`src/rtl/bps_pkg.sv`:
```
package bps_pkg;
  localparam int ADDR_W = 6;
  localparam int DEPTH = 1 << ADDR_W;
  localparam int WORD_W = 32;
  localparam int LOOP_W = 4;
  localparam int REP_W = 2;
  localparam logic [WORD_W-1:0] IDLE_WORD = 32'hFFF3_0001;

  typedef enum logic [1:0] {
    OP_NORMAL = 2'b00,
    OP_STORE  = 2'b01,
    OP_FETCH  = 2'b10,
    OP_RUN    = 2'b11
  } opKind_e;

  typedef struct packed {
    opKind_e           op;
    logic              waitLow;
    logic [LOOP_W-1:0] rdLoop;
    logic [LOOP_W-1:0] wrLoop;
    logic [ADDR_W-1:0] addr;
  } modeView_t;

  typedef struct packed {
    logic [3:0]       cs;
    logic [3:0]       we;
    logic [1:0]       oe;
    logic             waitEn;
    logic [REP_W-1:0] rep;
    logic             loopMark;
    logic             ack;
    logic             last;
  } patWord_t;

  typedef struct packed {
    logic              storeEn;
    logic              loadEn;
    logic [ADDR_W-1:0] fetchAddr;
  } dpCtl_t;
endpackage

```
`src/rtl/bps_datapath.sv`:
```
module bps_datapath
  import bps_pkg::*;
(
  input  logic              clk,
  input  logic              rstN,
  input  logic              regWrEn,
  input  logic              regSel,
  input  logic [WORD_W-1:0] regWrData,
  input  dpCtl_t            ctl,
  output logic [WORD_W-1:0] modeReg,
  output logic [WORD_W-1:0] dataReg,
  output modeView_t         modeView,
  output patWord_t          curWord
);
  logic [WORD_W-1:0] ram [DEPTH];
  logic [ADDR_W-1:0] ramAddr;
  logic [WORD_W-1:0] fetched;

  assign ramAddr = modeReg[ADDR_W-1:0];
  assign fetched = ram[ctl.fetchAddr];

  assign modeView.op      = opKind_e'(modeReg[29:28]);
  assign modeView.waitLow = modeReg[27];
  assign modeView.rdLoop  = modeReg[17:14];
  assign modeView.wrLoop  = modeReg[13:10];
  assign modeView.addr    = ramAddr;

  assign curWord.cs       = fetched[31:28];
  assign curWord.we       = fetched[27:24];
  assign curWord.oe       = fetched[17:16];
  assign curWord.waitEn   = fetched[12];
  assign curWord.rep      = fetched[9:8];
  assign curWord.loopMark = fetched[7];
  assign curWord.ack      = fetched[2];
  assign curWord.last     = fetched[0];

  always_ff @(posedge clk) begin
    if (!rstN) begin
      modeReg <= '0;
      dataReg <= '0;
      for (int i = 0; i < DEPTH; i++) ram[i] <= IDLE_WORD;
    end else begin
      if (ctl.storeEn) ram[ramAddr] <= dataReg;
      if (ctl.loadEn) dataReg <= ram[ramAddr];
      if (ctl.storeEn || ctl.loadEn) modeReg[ADDR_W-1:0] <= ramAddr + 1'b1;
      if (regWrEn) begin
        if (regSel) dataReg <= regWrData;
        else modeReg <= regWrData;
      end
    end
  end
endmodule

```
`src/rtl/bps_control.sv`:
```
module bps_control
  import bps_pkg::*;
#(
  parameter int RD_START = 0,
  parameter int WR_START = 24
) (
  input  logic      clk,
  input  logic      rstN,
  input  logic      accReq,
  input  logic      accWrite,
  input  logic      waitIn,
  input  modeView_t mode,
  input  patWord_t  word,
  output dpCtl_t    ctl,
  output logic [3:0] csN,
  output logic [3:0] weN,
  output logic [1:0] oeN,
  output logic      ackOut,
  output logic      doneOut,
  output logic      busy
);
  localparam logic [ADDR_W-1:0] RD_PC = ADDR_W'(RD_START);
  localparam logic [ADDR_W-1:0] WR_PC = ADDR_W'(WR_START);

  logic              running;
  logic [ADDR_W-1:0] pc;
  logic [REP_W-1:0]  repCnt;
  logic              inLoop;
  logic [ADDR_W-1:0] loopStart;
  logic [LOOP_W:0]   loopRem;
  logic              wrPat;

  logic              waitActive;
  logic              wordEnd;
  logic              startReq;
  logic [ADDR_W-1:0] startPc;
  logic [LOOP_W-1:0] loopField;
  logic [LOOP_W:0]   loopN;

  assign waitActive = mode.waitLow ? !waitIn : waitIn;
  assign wordEnd    = (repCnt == word.rep) && !(word.waitEn && waitActive);
  assign startReq   = !running && accReq && (mode.op == OP_NORMAL || mode.op == OP_RUN);
  assign startPc    = (mode.op == OP_RUN) ? mode.addr : (accWrite ? WR_PC : RD_PC);
  assign loopField  = wrPat ? mode.wrLoop : mode.rdLoop;
  assign loopN      = (loopField == '0) ? (LOOP_W+1)'(1 << LOOP_W) : {1'b0, loopField};

  assign ctl.storeEn   = !running && accReq && mode.op == OP_STORE;
  assign ctl.loadEn    = !running && accReq && mode.op == OP_FETCH;
  assign ctl.fetchAddr = pc;

  assign csN    = running ? word.cs : 4'hF;
  assign weN    = running ? word.we : 4'hF;
  assign oeN    = running ? word.oe : 2'b11;
  assign ackOut = running && word.ack;
  assign busy   = running;

  always_ff @(posedge clk) begin
    if (!rstN) begin
      running   <= 1'b0;
      pc        <= '0;
      repCnt    <= '0;
      inLoop    <= 1'b0;
      loopStart <= '0;
      loopRem   <= '0;
      wrPat     <= 1'b0;
      doneOut   <= 1'b0;
    end else begin
      doneOut <= 1'b0;
      if (startReq) begin
        running <= 1'b1;
        pc      <= startPc;
        repCnt  <= '0;
        inLoop  <= 1'b0;
        wrPat   <= accWrite;
      end else if (running) begin
        if (!wordEnd) begin
          if (repCnt != word.rep) repCnt <= repCnt + 1'b1;
        end else begin
          repCnt <= '0;
          if (word.last) begin
            running <= 1'b0;
            doneOut <= 1'b1;
            inLoop  <= 1'b0;
          end else if (word.loopMark && !inLoop) begin
            inLoop    <= 1'b1;
            loopStart <= pc;
            loopRem   <= loopN;
            pc        <= pc + 1'b1;
          end else if (word.loopMark && inLoop && pc != loopStart) begin
            if (loopRem > 1) begin
              loopRem <= loopRem - 1'b1;
              pc      <= loopStart;
            end else begin
              inLoop <= 1'b0;
              pc     <= pc + 1'b1;
            end
          end else begin
            pc <= pc + 1'b1;
          end
        end
      end
    end
  end
endmodule

```
`src/rtl/bus_pattern_seq.sv`:
```
module bus_pattern_seq
  import bps_pkg::*;
#(
  parameter int RD_START = 0,
  parameter int WR_START = 24
) (
  input  logic        clk,
  input  logic        rstN,
  input  logic        regWrEn,
  input  logic        regSel,
  input  logic [31:0] regWrData,
  output logic [31:0] modeValue,
  output logic [31:0] dataValue,
  input  logic        accReq,
  input  logic        accWrite,
  input  logic        waitIn,
  output logic [3:0]  csN,
  output logic [3:0]  weN,
  output logic [1:0]  oeN,
  output logic        ackOut,
  output logic        doneOut
);
  dpCtl_t    dpCtl;
  modeView_t modeView;
  patWord_t  curWord;
  logic      ctlBusy;

  bps_datapath u_dp (
    .clk(clk), .rstN(rstN), .regWrEn(regWrEn), .regSel(regSel),
    .regWrData(regWrData), .ctl(dpCtl), .modeReg(modeValue),
    .dataReg(dataValue), .modeView(modeView), .curWord(curWord)
  );

  bps_control #(.RD_START(RD_START), .WR_START(WR_START)) u_ctl (
    .clk(clk), .rstN(rstN), .accReq(accReq), .accWrite(accWrite),
    .waitIn(waitIn), .mode(modeView), .word(curWord), .ctl(dpCtl),
    .csN(csN), .weN(weN), .oeN(oeN), .ackOut(ackOut),
    .doneOut(doneOut), .busy(ctlBusy)
  );
endmodule

```
`config.mk`:
```
export PLATFORM = sky130hd
export DESIGN_NAME = bus_pattern_seq
export DESIGN_NICKNAME = d
export VERILOG_FILES = /design/src/rtl/bps_pkg.sv /design/src/rtl/bps_datapath.sv /design/src/rtl/bps_control.sv /design/src/rtl/bus_pattern_seq.sv
export SDC_FILE = /design/constraint.sdc
export NUM_CORES = 2
export LEC_CHECK = 0
export BUFFER_PORTS_ARGS = -buffer_cell sky130_fd_sc_hd__buf_2
export CORE_MARGIN = 10
export CORE_UTILIZATION = 25
export CTS_BUF_LIST = sky130_fd_sc_hd__clkbuf_8
export CTS_CLUSTER_SIZE = 16
export DETAILED_ROUTE_END_ITERATION = 16
export GPL_TIMING_DRIVEN = 1
export SETUP_SLACK_MARGIN = 0.2
export SKIP_LAST_GASP = 1
export SLEW_MARGIN = 20
export SYNTH_ARGS = -nofsm -noshare
export SYNTH_HDL_FRONTEND = slang
export SYNTH_SLANG_ARGS = --single-unit
```
`constraint.sdc`:
```
create_clock -name clk -period 15.6 [get_ports clk]
set_clock_uncertainty 0.1 [all_clocks]
set_input_delay 0.78 -clock clk [delete_from_list [all_inputs] [get_ports clk]]
set_output_delay 0.78 -clock clk [all_outputs]
set_load 0.02 [all_outputs]
```
Yosys cells after proc, flatten, opt, wreduce, memory -nomap -nowiden
Memories as Yosys holds them, arrays and structs flattened. A register that Yosys moved wholly into a read port is not among the register bits. Cells that the tools add are included.

Equality and inequality tests: 8. Muxes and demuxes: 45. Reduce and logical (&&, ||, !) cells: 33. Bitwise logic cells: 6. Add/sub/neg operators: 4. Magnitude comparators: 1.

Operators with widths (number): $mux 32 (4); $mux 6 (15); $reduce_or 32->1 (1); $mux 5 (5); $mux 1 (15); $add 6x1->6 const B (2); $mux 4 (3); $logic_and 1x1->1 (10); $reduce_bool 2->1 (5); $mux 2 (3); $ne 6x6->1 (1); $not 1->1 (6); $reduce_and 6->1 (1); $gt 5x1->1 const B (1); $reduce_and 5->1 (1); $sub 5x1->5 const B (1); $eq 2x2->1 const B (2); $logic_not 1->1 (4); $logic_not 4->1 (1); $reduce_and 2->1 (2); $reduce_and 4->1 (1); $reduce_or 4->1 (1); $ne 3x2->1 const B (1); $reduce_and 3->1 (1); 9 further kinds (10).

Input bits: 39. Logic and storage cells: 109. Memories kept: 1. Bits in registers: 87. Memory bits (writable): 2048. Output and inout bits: 76.

Memory list: u_dp.ram (words 64, bits a word 32, read ports 2, clocked after memory_dff 2, wr ports 64, RTL line bps_datapath.sv:15) `logic [WORD_W-1:0] ram [DEPTH];`.

Logic depth before layout (Yosys ltp)
Word-level depth: 10. Mapped depth: 15. Depth with buffers taken out: 9.

Modules after synthesis
From an unflattened synthesis, not the netlist that was laid out.

Cell total of the unflattened synthesis: 7709. Area, all modules: 106249.4 sq um.

Modules (own cells, without submodules): bps_datapath (area each 104617.8 sq um, cells each 7508, instances 1, sequential area each 62780.2 sq um); bps_control (area each 1631.6 sq um, cells each 201, instances 1, sequential area each 460.4 sq um).

Worst setup path after synthesis
OpenSTA, ideal clock, no wires.

Kind: register to register. Start point: register u_dp.modeReg[0]. End point: memory u_dp.ram[17][0] (enable). Path buffers: 6. Arrival time: 4.744 ns. Stages on the path, launching flop included: 10. Library setup time: 0.466 ns. Data required time: 15.034 ns. Clock period less this slack: 5.309 ns. Path slack: 10.291 ns. Cells stage by stage: dfxtp_1 > clkbuf_1 > nor3b_1 > clkbuf_1 > clkbuf_1 > buf_1 > nand2_1 > clkbuf_1 > clkbuf_1 > o21ai_0.

RTL lines: from (decl) (RTL line bps_datapath.sv:10) `output logic [WORD_W-1:0] modeReg,`; from (signal, indexed assignment) (RTL line bps_datapath.sv:45) `if (ctl.storeEn || ctl.loadEn) modeReg[ADDR_W-1:0] <= ramAddr + 1'b1;`; from (signal assigned) (RTL line bps_datapath.sv:48) `else modeReg <= regWrData;`; to (decl) (RTL line bps_datapath.sv:15).

==> run summary <==
The run finished with clean final reports. After clock tree synthesis, the clock-pin slew on the worst setup and hold paths is 0.06 ns. The largest individual stage delay along the critical path comes from the cell sky130_fd_sc_hd__buf_4. After detailed routing, the number of vias per cell comes to 5.74. Detailed placement finished with a half-perimeter wire length of 233 mm.

Including well taps, the total number of placed cells is 12400. The worst setup path is captured at a primary output. TritonCTS created 343 clock buffers. The global-route wire length before repair is 570 mm. The post-route netlist has 17.0% of its cells at a drive strength greater than 1. The worst-case clock buffer depth is 4. The total of fill cells in the finished design is 40500. The share of the Yosys chip area taken by registers is 62.5%.

The effective utilization at floorplan came out at 25.1%. The final critical-path share of the clock period came out at 46.5%. Setup repair after global routing left no endpoint under its margin. The critical path data required time is 14.72 ns. The final hold slack is 0.221 ns. Traced cell by cell, the critical path runs through buf_4 > buf_4 > buf_4 > mux4_2 > mux4_2 > mux4_2 > nand2b_1 > buf_2. The path class of the tightest hold or removal check is in2reg.

The post-synthesis average cell area is 13.4 µm². The die is 657 µm tall. The overall via count from detail_route is 75000. The peak ir drop on the vdd network came out at 0.0672 mV. TritonCTS built the clock tree. Setup violations remaining at the end of the flow were counted as 0. The arrival time at the worst endpoint is 6.37 ns. The highest fanout seen on the critical path came out at 47. For this block, the initial DRC count from the detailed router was 12900.

The overall track demand over capacity in global routing is 17.9%. The time the worst path needs with I/O delays and setup came out at 7.25 ns. The number of buffers inserted to repair setup after CTS is 0.

The number of distinct library cells after synthesis came out at 66. The clock insertion delay at the later pin of the skew report is 1.05 ns. During placement, the flow inserted port buffers numbering 114.

The remaining antenna violation count after routing came out at 0. For this run, the slowest stage of the critical path takes 0.86 ns. In the final timing run, aggregate negative setup slack is 0 ns. The standby leakage power came out at 32.6 nW.

The commonest cells after synthesis are sky130_fd_sc_hd__edfxtp_1, sky130_fd_sc_hd__and2_1, sky130_fd_sc_hd__or3_1. In this run, post-CTS repair resized a total of 0 instances. The routed wire length on met2 came out at 179 mm.

The routability congestion estimate from global placement is 0.911. Excluding fillers, the count of instances in the completed layout stands at 13100. The worst setup path is launched from a flip-flop.

The number of clock sinks came out at 2141. The sum of met3 wire segment lengths after detailed routing is 61.3 mm. The floorplan step defined a die boundary enclosing 431000 µm². The via count of the first global-routing pass is 73300. After global routing the overflow that remains totals 0. The net count after synthesis is 7614. The count of endpoints failing hold in the final timing report is 0.

The maximum frequency from static timing analysis is 138 MHz. The post-synthesis register bit count is 2141. The top routing layer in use is met5. The area share of the largest cell type after synthesis is 60.7%.

The number of flops mapped to enable cells by yosys came out at 2048. In the routed design, unresolved DRC markers number 0. The cell chosen for the clock root is sky130_fd_sc_hd__clkbuf_8.

The final net count is 7450. After technology mapping, the gate count stands at 7568. The number of rows in the core area came out at 233.

The detail-routed net length per standard cell came out at 31.4 µm. The count of pins over their slew limit came out at 0. The max-cap violation count came out at 0. The combined area of all synthesized cells came out at 101000 µm². The most used flip-flop cell after synthesis is sky130_fd_sc_hd__edfxtp_1. The number of H-tree branching levels is 5. The met1 wire length is 145 mm.

The number of buffers and inverters on the critical path is 4. The die width is 657 µm. The number of hold buffers added after CTS came out at 33.

The worst-margin pin slew is 1.21 ns. Among cell families on the critical path, the largest total delay comes from buffers and inverters. The detailed-router iteration count before antenna repair is 9. The initial antenna violation count is 30. The proportion of synthesized flip-flops having asynchronous set or reset came out at 0%. By startpoint and endpoint, the worst setup path is classified as reg2out. The count of boundary I/O pins came out at 115.

The routed wire length came out at 411 mm. The most used standard cell by instance count after synthesis is sky130_fd_sc_hd__edfxtp_1. The layout overhead on the synthesized area came out at 13.5%. The synthesis warning total is 0. Of all cell types, the one taking the most synthesized area is sky130_fd_sc_hd__edfxtp_1.

The largest net degree at the start of global routing is 131. The total power density per cell area is 108 nW/µm². The core area is 403000 µm².

By area the synthesized netlist is led by sky130_fd_sc_hd__edfxtp_1, sky130_fd_sc_hd__mux4_2, sky130_fd_sc_hd__and2_1, sky130_fd_sc_hd__a22oi_1, sky130_fd_sc_hd__or3_1. The worst relative slew slack came out at 19.5%.
-- cell type report --
cell class | count | area [µm²] | share of cell area [%]
inverter | 14 | 55.1 | 0.0478
sequential | 2141 | 63400 | 55.1
clock inverter | 235 | 1350 | 1.17
multi-input combinational | 4495 | 35500 | 30.8
antenna | 7 | 17.5 | 0.0152
timing repair buffer | 409 | 3050 | 2.65
tap | 5405 | 6760 | 5.87
clock buffer | 362 | 4980 | 4.33
-- power by group --
part / total [mW] / leakage [nW] / internal (mW) / switching, mW
Clock: 4.71 / 3.68 / 2.36 / 2.35
Sequential: 6.47 / 18.6 / 6.39 / 0.0823
Combinational: 1.24 / 10.3 / 0.292 / 0.947
-- worst paths after layout --
path / startpoint / endpoint / slack [ns] / depth (start not counted)
max: flip-flop / oeN[1] / 8.35 / 8
min: accReq / u_ctl.wrPat$_SDFFE_PN0P_ / 0.22 / 4
min reg2reg: u_dp.modeReg[24]$_SDFFE_PN0P_ / u_dp.modeReg[24]$_SDFFE_PN0P_ / 0.35 / 2
max reg2reg: flip-flop / u_ctl.pc[3]$_SDFFE_PN0P_ / 9.84 / 11
-- cell usage in the layout (no fill, tap or decap), types with 40 or more instances in the layout --
cell type / n
sky130_fd_sc_hd__a21oi_1: 98
sky130_fd_sc_hd__a221oi_1: 103
sky130_fd_sc_hd__a22o_1: 109
sky130_fd_sc_hd__a22oi_1: 833
sky130_fd_sc_hd__a31oi_1: 61
sky130_fd_sc_hd__a41oi_1: 54
sky130_fd_sc_hd__and2_1: 1096
sky130_fd_sc_hd__buf_2: 113
sky130_fd_sc_hd__buf_4: 247
sky130_fd_sc_hd__clkbuf_8: 362
sky130_fd_sc_hd__clkinv_1: 60
sky130_fd_sc_hd__dfxtp_1: 53
sky130_fd_sc_hd__edfxtp_1: 2048
sky130_fd_sc_hd__inv_1: 132
sky130_fd_sc_hd__mux2i_1: 51
sky130_fd_sc_hd__mux4_2: 307
sky130_fd_sc_hd__nand2_1: 137
sky130_fd_sc_hd__nand4_1: 143
sky130_fd_sc_hd__nor2_1: 77
sky130_fd_sc_hd__nor2_2: 40
sky130_fd_sc_hd__o211ai_1: 40
sky130_fd_sc_hd__o21ai_4: 64
sky130_fd_sc_hd__or3_1: 962
-- flip-flops by register name, summed over array words and instances, names as in the netlist, named ones only --
| signal | cells |
|---|---|
| u_dp.ram | 2048 |
| u_dp.dataReg | 32 |
| u_dp.modeReg | 32 |
| u_ctl.loopStart | 6 |
| u_ctl.pc | 6 |
| u_ctl.loopRem | 5 |
| u_ctl.repCnt | 2 |
| u_ctl.busy | 1 |
| u_ctl.doneOut | 1 |
| u_ctl.inLoop | 1 |
| u_ctl.wrPat | 1 |
-- logic make-up after synthesis --
family | after synthesis | synth area share [%]
buf+inv | 932 | 3.55
compound gates | 1504 | 11.0
flops | 2141 | 62.5
fa+ha+maj | 7 | 0.0864
mux | 367 | 7.42
xor+xnor | 16 | 0.138
simple gates | 2601 | 15.3
-- worst register-to-register path, stage by stage, from the launching register on --
cell and delay (ns):
sky130_fd_sc_hd__dfxtp_4 0.82, sky130_fd_sc_hd__buf_4 0.85, sky130_fd_sc_hd__buf_4 0.90, sky130_fd_sc_hd__mux2i_1 0.20
sky130_fd_sc_hd__a22o_1 0.28, sky130_fd_sc_hd__a221o_1 0.26, sky130_fd_sc_hd__o21ai_0 0.17, sky130_fd_sc_hd__o21ai_1 0.40
sky130_fd_sc_hd__a21oi_2 0.87, sky130_fd_sc_hd__mux2_2 0.43, sky130_fd_sc_hd__a21oi_1 0.19, sky130_fd_sc_hd__o22ai_1 0.12
-- per-layer routing --
layer  vias to the layer above  GRT usage, %
met1                     37700          22.4
li1                      29300             -
met2                      6688          27.2
met5                         -             0
met4                        24          9.78
met3                      1414          6.08
-- through the flow --
stage          setup slack, ns  util (%)  power, mW  cell area (µm²)
4_1_cts                   8.23      28.5       12.4           115000
5_1_grt                   8.08      28.5       12.7           115000
3_5_place_dp              9.29      26.9       7.76           108000
2_1_floorplan            10.29         -       7.17           101000
3_3_place_gp              9.35      26.8       7.74           108000
6_report                  8.35      28.5       12.4           115000
(Power assumes the default switching activity.)
